File: src/rtl/fmm_pkg.sv
package fmm_pkg;
  localparam int SLOT_BYTES = 12;
  localparam int BEAT_BYTES = 4;
  localparam int BEATS      = 3;
  localparam int EXP_W      = 16;
  localparam int MANT_W     = 64;
  localparam int FPR_W      = EXP_W + MANT_W;
  localparam int WORD_W     = 32;

  typedef enum logic [2:0] {
    S_IDLE,
    S_SETUP,
    S_LAUNCH,
    S_BEAT,
    S_NEXT
  } fmm_state_e;
endpackage

File: src/rtl/fmm_mask_sel.sv
// Decodes direction and mode into a validity flag, a walk direction,
// a per-register visit vector and the register count.
module fmm_mask_sel #(
  parameter int NREG = 8,
  localparam int CW = $clog2(NREG + 1)
) (
  input  logic            store,
  input  logic            predec,
  input  logic [1:0]      mode,
  input  logic [NREG-1:0] cmd_mask,
  input  logic [NREG-1:0] dyn_mask,
  output logic            bad,
  output logic            walk_down,
  output logic [NREG-1:0] visit,
  output logic [CW-1:0]   count
);
  logic            use_dyn;
  logic [NREG-1:0] mask;

  // loads: only mode 2 (static) and 3 (dynamic) are legal
  // stores: mode bit 0 picks the dynamic source
  assign use_dyn   = store ? mode[0] : (mode == 2'd3);
  assign bad       = !store && !mode[1];
  assign walk_down = store && predec;
  assign mask      = use_dyn ? dyn_mask : cmd_mask;

  // bit polarity depends on the walk direction
  for (genvar g = 0; g < NREG; g++) begin : g_visit
    assign visit[g] = walk_down ? mask[g] : mask[NREG-1-g];
  end

  always_comb begin
    count = '0;
    for (int i = 0; i < NREG; i++) begin
      count = count + CW'(visit[i]);
    end
  end
endmodule

File: src/rtl/fmm_pick.sv
// Chooses the next register still pending: lowest index when walking up,
// highest index when walking down.
module fmm_pick #(
  parameter int NREG = 8,
  localparam int IW = $clog2(NREG)
) (
  input  logic [NREG-1:0] pend,
  input  logic            down,
  output logic [IW-1:0]   idx,
  output logic            any
);
  always_comb begin
    idx = '0;
    any = |pend;
    if (down) begin
      for (int i = 0; i < NREG; i++) begin
        if (pend[i]) idx = IW'(i);
      end
    end else begin
      for (int i = NREG - 1; i >= 0; i--) begin
        if (pend[i]) idx = IW'(i);
      end
    end
  end
endmodule

File: src/rtl/fmm_slot_pack.sv
// Slices an extended value into the word for a given beat of its slot.
module fmm_slot_pack
  import fmm_pkg::*;
(
  input  logic [FPR_W-1:0]  fpr,
  input  logic [1:0]        beat,
  output logic [WORD_W-1:0] word
);
  always_comb begin
    case (beat)
      2'd0:    word = {fpr[FPR_W-1 -: EXP_W], 16'h0000};
      2'd1:    word = fpr[MANT_W-1 -: WORD_W];
      default: word = fpr[WORD_W-1:0];
    endcase
  end
endmodule

File: src/rtl/fmm_seq.sv
module fmm_seq
  import fmm_pkg::*;
#(
  parameter int NREG = 8,
  parameter int AW   = 32,
  localparam int IW  = $clog2(NREG),
  localparam int CW  = $clog2(NREG + 1),
  localparam int SZW = $clog2(SLOT_BYTES * NREG + 1)
) (
  input  logic              clk,
  input  logic              rst,
  input  logic              start,
  input  logic              store,
  input  logic              predec,
  input  logic [1:0]        mode,
  input  logic [NREG-1:0]   cmd_mask,
  input  logic [NREG-1:0]   dyn_mask,
  input  logic [AW-1:0]     base_addr,
  output logic              busy,
  output logic              done,
  output logic              err,
  output logic [SZW-1:0]    xfer_size,
  output logic [IW-1:0]     rf_idx,
  output logic              rf_we,
  output logic [FPR_W-1:0]  rf_wdata,
  input  logic [FPR_W-1:0]  rf_rdata,
  output logic              mem_req,
  output logic              mem_we,
  output logic [AW-1:0]     mem_addr,
  output logic [WORD_W-1:0] mem_wdata,
  input  logic [WORD_W-1:0] mem_rdata,
  input  logic              mem_ack
);
  fmm_state_e        state;
  logic [NREG-1:0]   pend;
  logic              down_r;
  logic              store_r;
  logic [AW-1:0]     slot_ptr;
  logic [AW-1:0]     slot_base;
  logic [1:0]        beat;
  logic [EXP_W-1:0]  cap_exp;
  logic [WORD_W-1:0] cap_hi;

  logic              sel_bad;
  logic              sel_down;
  logic [NREG-1:0]   sel_visit;
  logic [CW-1:0]     sel_count;
  logic [IW-1:0]     pk_idx;
  logic              pk_any;
  logic [1:0]        pack_beat;
  logic [WORD_W-1:0] pack_word;

  fmm_mask_sel #(.NREG(NREG)) u_mask (
    .store     (store),
    .predec    (predec),
    .mode      (mode),
    .cmd_mask  (cmd_mask),
    .dyn_mask  (dyn_mask),
    .bad       (sel_bad),
    .walk_down (sel_down),
    .visit     (sel_visit),
    .count     (sel_count)
  );

  fmm_pick #(.NREG(NREG)) u_pick (
    .pend (pend),
    .down (down_r),
    .idx  (pk_idx),
    .any  (pk_any)
  );

  // beat being loaded into the output register next
  assign pack_beat = (state == S_BEAT) ? beat + 2'd1 : 2'd0;

  fmm_slot_pack u_pack (
    .fpr  (rf_rdata),
    .beat (pack_beat),
    .word (pack_word)
  );

  assign busy = (state != S_IDLE);

  always_ff @(posedge clk) begin
    if (rst) begin
      state     <= S_IDLE;
      pend      <= '0;
      down_r    <= 1'b0;
      store_r   <= 1'b0;
      slot_ptr  <= '0;
      slot_base <= '0;
      beat      <= '0;
      cap_exp   <= '0;
      cap_hi    <= '0;
      done      <= 1'b0;
      err       <= 1'b0;
      xfer_size <= '0;
      rf_idx    <= '0;
      rf_we     <= 1'b0;
      rf_wdata  <= '0;
      mem_req   <= 1'b0;
      mem_we    <= 1'b0;
      mem_addr  <= '0;
      mem_wdata <= '0;
    end else begin
      done  <= 1'b0;
      err   <= 1'b0;
      rf_we <= 1'b0;
      case (state)
        S_IDLE: begin
          if (start) begin
            if (sel_bad) begin
              xfer_size <= '0;
              err       <= 1'b1;
            end else begin
              xfer_size <= SZW'(sel_count * SLOT_BYTES);
              if (sel_count == '0) begin
                done <= 1'b1;
              end else begin
                pend     <= sel_visit;
                down_r   <= sel_down;
                store_r  <= store;
                slot_ptr <= sel_down ? base_addr + AW'(sel_count * SLOT_BYTES)
                                     : base_addr;
                state    <= S_SETUP;
              end
            end
          end
        end
        S_SETUP: begin
          rf_idx       <= pk_idx;
          pend[pk_idx] <= 1'b0;
          if (down_r) begin
            // predecrement: step down before using the slot
            slot_base <= slot_ptr - AW'(SLOT_BYTES);
            slot_ptr  <= slot_ptr - AW'(SLOT_BYTES);
          end else begin
            slot_base <= slot_ptr;
            slot_ptr  <= slot_ptr + AW'(SLOT_BYTES);
          end
          state <= S_LAUNCH;
        end
        S_LAUNCH: begin
          mem_req   <= 1'b1;
          mem_we    <= store_r;
          mem_addr  <= slot_base;
          beat      <= 2'd0;
          mem_wdata <= store_r ? pack_word : '0;
          state     <= S_BEAT;
        end
        S_BEAT: begin
          if (mem_ack) begin
            if (beat == 2'd0) cap_exp <= mem_rdata[WORD_W-1 -: EXP_W];
            if (beat == 2'd1) cap_hi  <= mem_rdata;
            if (beat == 2'(BEATS - 1)) begin
              mem_req  <= 1'b0;
              mem_we   <= 1'b0;
              rf_we    <= !store_r;
              rf_wdata <= {cap_exp, cap_hi, mem_rdata};
              state    <= S_NEXT;
            end else begin
              beat      <= beat + 2'd1;
              mem_addr  <= mem_addr + AW'(BEAT_BYTES);
              mem_wdata <= store_r ? pack_word : '0;
            end
          end
        end
        S_NEXT: begin
          if (pk_any) begin
            state <= S_SETUP;
          end else begin
            done  <= 1'b1;
            state <= S_IDLE;
          end
        end
        default: state <= S_IDLE;
      endcase
    end
  end
endmodule

File: config.mk
export PLATFORM = sky130hd
export DESIGN_NAME = fmm_seq
export DESIGN_NICKNAME = d
export VERILOG_FILES = /design/src/rtl/fmm_pkg.sv /design/src/rtl/fmm_mask_sel.sv /design/src/rtl/fmm_pick.sv /design/src/rtl/fmm_slot_pack.sv /design/src/rtl/fmm_seq.sv
export SDC_FILE = /design/constraint.sdc
export NUM_CORES = 1
export LEC_CHECK = 0
export CORE_ASPECT_RATIO = 1.25
export CORE_MARGIN = 4
export CORE_UTILIZATION = 42
export CTS_CLUSTER_SIZE = 8
export DETAILED_ROUTE_END_ITERATION = 6
export PLACE_DENSITY = 0.77
export SLEW_MARGIN = 25
export SYNTH_ARGS = -nofsm -noshare
export SYNTH_HDL_FRONTEND = slang
export SYNTH_SLANG_ARGS = --single-unit
File: constraint.sdc
create_clock -name clk -period 24 [get_ports clk]
set_clock_uncertainty 0.15 [all_clocks]
set_input_delay 4.8 -clock clk [delete_from_list [all_inputs] [get_ports clk]]
set_output_delay 4.8 -clock clk [all_outputs]
set_load 0.05 [all_outputs]
==> impl_metrics.yaml <==
setup_path:
  cp-start-kind: "input pin"
  worstPathRequired_ns: 24.28
  end_kind: "flop"
  cp.arrival_ns: 11.97
  criticalPathCategory: "input pin to flop"
  critPathLaunch: "store"
  r2r-start: "beat[0]$_SDFFE_PP0P_"
  critPathMaxFanout: 11
synthesis:
  syn_inst: 1897
  syn-cell-area_um2: 14500
  synth.top_cell.area_share: 0.392
  synthMostInstantiatedCell: "nand2_1"
  ys_seq_area_frac: 0.392
  yosys.area.top_type: "dfxtp_1"
  async_reset_ff_frac: 0
  synthFlopType: "dfxtp_1"
  avgSynthCellArea_um2: 7.64
  synth-edff-count: 0
  synthTopCellsByArea: "dfxtp_1 (39%), nand2_1 (9.4%), a21oi_1 (8.1%)"
  ys_types: 81
  synth_warnings: 0
  synth-seq-cells: 284
  yosys-top-cells-count: "nand2_1 (362), dfxtp_1 (284), a21oi_1 (234)"
clocking:
  cts_resized: 0
  cts.sinks: 284
  clk_pin_slew_worst_paths_ns: 0.05
  cts.htree.levels: 2
  post-cts-setup-buffers: 0
  cts_made_buffers: 41
  clock_path_buffers: 3
  cts_tree: "done"
  clockRootBuffer: "clkbuf_16"
  clk_latency_ns: 0.54
  ctsHoldBuffers: 0
flow_run:
  max_cap_viol_count: 0
global_routing:
  grt_pass1_wl_um: 77800
  globalRouteOverflowTotal: 0
  grt_max_degree: 112
  antenna_found_initial: 1
  grt_pass1_vias: 14200
  track_usage: 0.249
routing:
  drtIter0Drc: 1099
  wl_per_cell_um: 19.2
  num_vias: 14700
  dr.pass1.iters: 5
  drtAntennaViolNets: 0
  viasPerCell: 5.77
  finalWirelength_um: 49100
  drcViolationCount: 0
sta:
  drv_slew: 0
  period_share: 0.487
  worst_slack_ns: 12.32
  setup_tns_ns: 0
  whs_ns: 0.287
  rsz0062_at_grt: "false"
  period_needed_ns: 11.68
  relSlewSlack: 0.356
  worstMarginPinSlew_ns: 0.960
  hold_viol: 0
  setup_viol: 0
  max_freq_mhz: 85.6
place:
  gp_congestion: 0.923
  dp_hpwl_um: 35200
  io_buffer_count: 325
  place_ws_ns: 11.81
die:
  core-area_um2: 33800
  start_util: 0.429
  die_h_um: 216
  die_width_um: 174
  io_pins: 328
  rows: 75
  dieArea_um2: 37600
pwr:
  p_leak_nw: 6.44
  vdd_drop_max_v: 0.0000721
  power_w: 0.00174
  p_per_area_nw_per_um2: 92.0
finish:
  num-nets-final: 2324
  n_fill_cell: 3155
  drive_above_1_share: 0.0479
  syn_to_final_growth_pct: 30.6
worst_hold_path:
  hold_start: "slot_base[16]$_SDFFE_PP0P_"
  hp-class: "flop to flop"
run_status:
  status: "complete, no violations"
-- power breakdown --
part,switching [W],total (W),internal (W)
clock network,0.000206,0.000509,0.000304
logic,0.000390,0.000637,0.000246
registers,0.0000752,0.000596,0.000521
-- final timing paths --
check | endpoint | slack, ns | depth (start not counted)
min | slot_base[16]$_SDFFE_PP0P_ | 0.29 | 2
max reg2reg | mem_addr[29]$_SDFFE_PP0P_ | 20.73 | 9
max | slot_ptr[13]$_SDFFE_PP0P_ | 12.32 | 22
min reg2reg | slot_base[16]$_SDFFE_PP0P_ | 0.29 | 2
-- cell families after synthesis --
kind of cell / Yosys count / synth area share
XOR/XNOR: 53 / 0.0320
other: 1 / 0.000259
adder cells (fa/ha/maj): 29 / 0.0281
buffers and inverters: 184 / 0.0492
AO/OA/AOI/OAI: 531 / 0.230
AND/OR/NAND/NOR: 789 / 0.250
flip-flops: 284 / 0.392
multiplexers: 26 / 0.0183
-- layout by cell type (no fill, tap or decap), types with 6 or more instances in the layout --
master	netlist	final
nand3b_1	7	7
a22oi_1	19	19
a211oi_1	56	56
nor2_1	175	174
inv_1	28	28
o21a_1	6	6
or3_1	9	9
o22ai_1	35	35
nand4_1	29	29
a31oi_1	13	13
clkbuf_16	0	41
xnor2_1	30	30
o21ai_0	53	53
nand3_1	46	45
a2bb2oi_1	33	33
o211ai_1	8	8
or2_2	8	8
xor2_1	23	23
buf_4	3	14
ha_1	23	23
a21oi_1	234	233
and2_1	7	7
a21o_1	10	10
mux2i_1	22	22
dfxtp_1	284	284
and4_1	9	9
and3_1	22	22
nand2_1	362	361
a311oi_1	12	12
nor4_1	21	21
fa_1	6	6
clkdlybuf4s50_1	0	324
nor3_1	53	52
-- worst max-delay path, cell delays in order --
cell	delay, ns
clkdlybuf4s50_1	0.48
or2_2	0.44
nand2_2	0.24
mux2i_1	0.28
mux2i_1	0.15
ha_1	0.34
inv_1	0.05
fa_1	0.50
fa_1	0.52
fa_1	0.47
fa_1	0.39
xnor2_1	0.39
ha_1	0.32
a21o_1	0.18
a21oi_1	0.16
xor2_1	0.25
ha_1	0.34
a221oi_1	0.60
a21oi_1	0.37
xnor2_1	0.28
nor2_1	0.06
o32a_1	0.35
-- state kept, by name, summed over array words and instances (netlist names) --
name,flops
slot_ptr,32
mem_wdata,32
beat,2
done,1
rf_wdata,80
mem_we,1
store_r,1
cap_exp,16
cap_hi,32
slot_base,32
rf_we,1
xfer_size,5
state,3
rf_idx,3
down_r,1
pend,8
mem_addr,32
mem_req,1
err,1
-- layout make-up --
class | instances | area (um2) | area share
Clock buffer | 42 | 1030 | 0.0544
Multi-Input combinational cell | 1430 | 8140 | 0.430
Inverter | 30 | 113 | 0.00594
Clock inverter | 4 | 71.3 | 0.00377
Antenna cell | 1 | 2.50 | 0.000132
Sequential cell | 284 | 5690 | 0.300
Tap cell | 423 | 529 | 0.0279
Timing Repair Buffer | 340 | 3370 | 0.178
-- metal layers --
metal | global-route usage | share of wire
met2 | 0.439 | 0.50
met4 | 0.105 | 0.037
met5 | 0 | 0
met1 | 0.291 | 0.39
met3 | 0.0550 | 0.069
-- metrics by stage --
stage | cells | util | area, um2
global route | 2554 | 0.561 | 18900
floorplan | 1898 | - | 14500
global placement | 2507 | 0.528 | 17800
finish | 2554 | 0.561 | 18900
CTS | 2553 | 0.561 | 18900
detailed placement | 2507 | 0.528 | 17800
No activity file was read; power rests on OpenSTA's default activity.
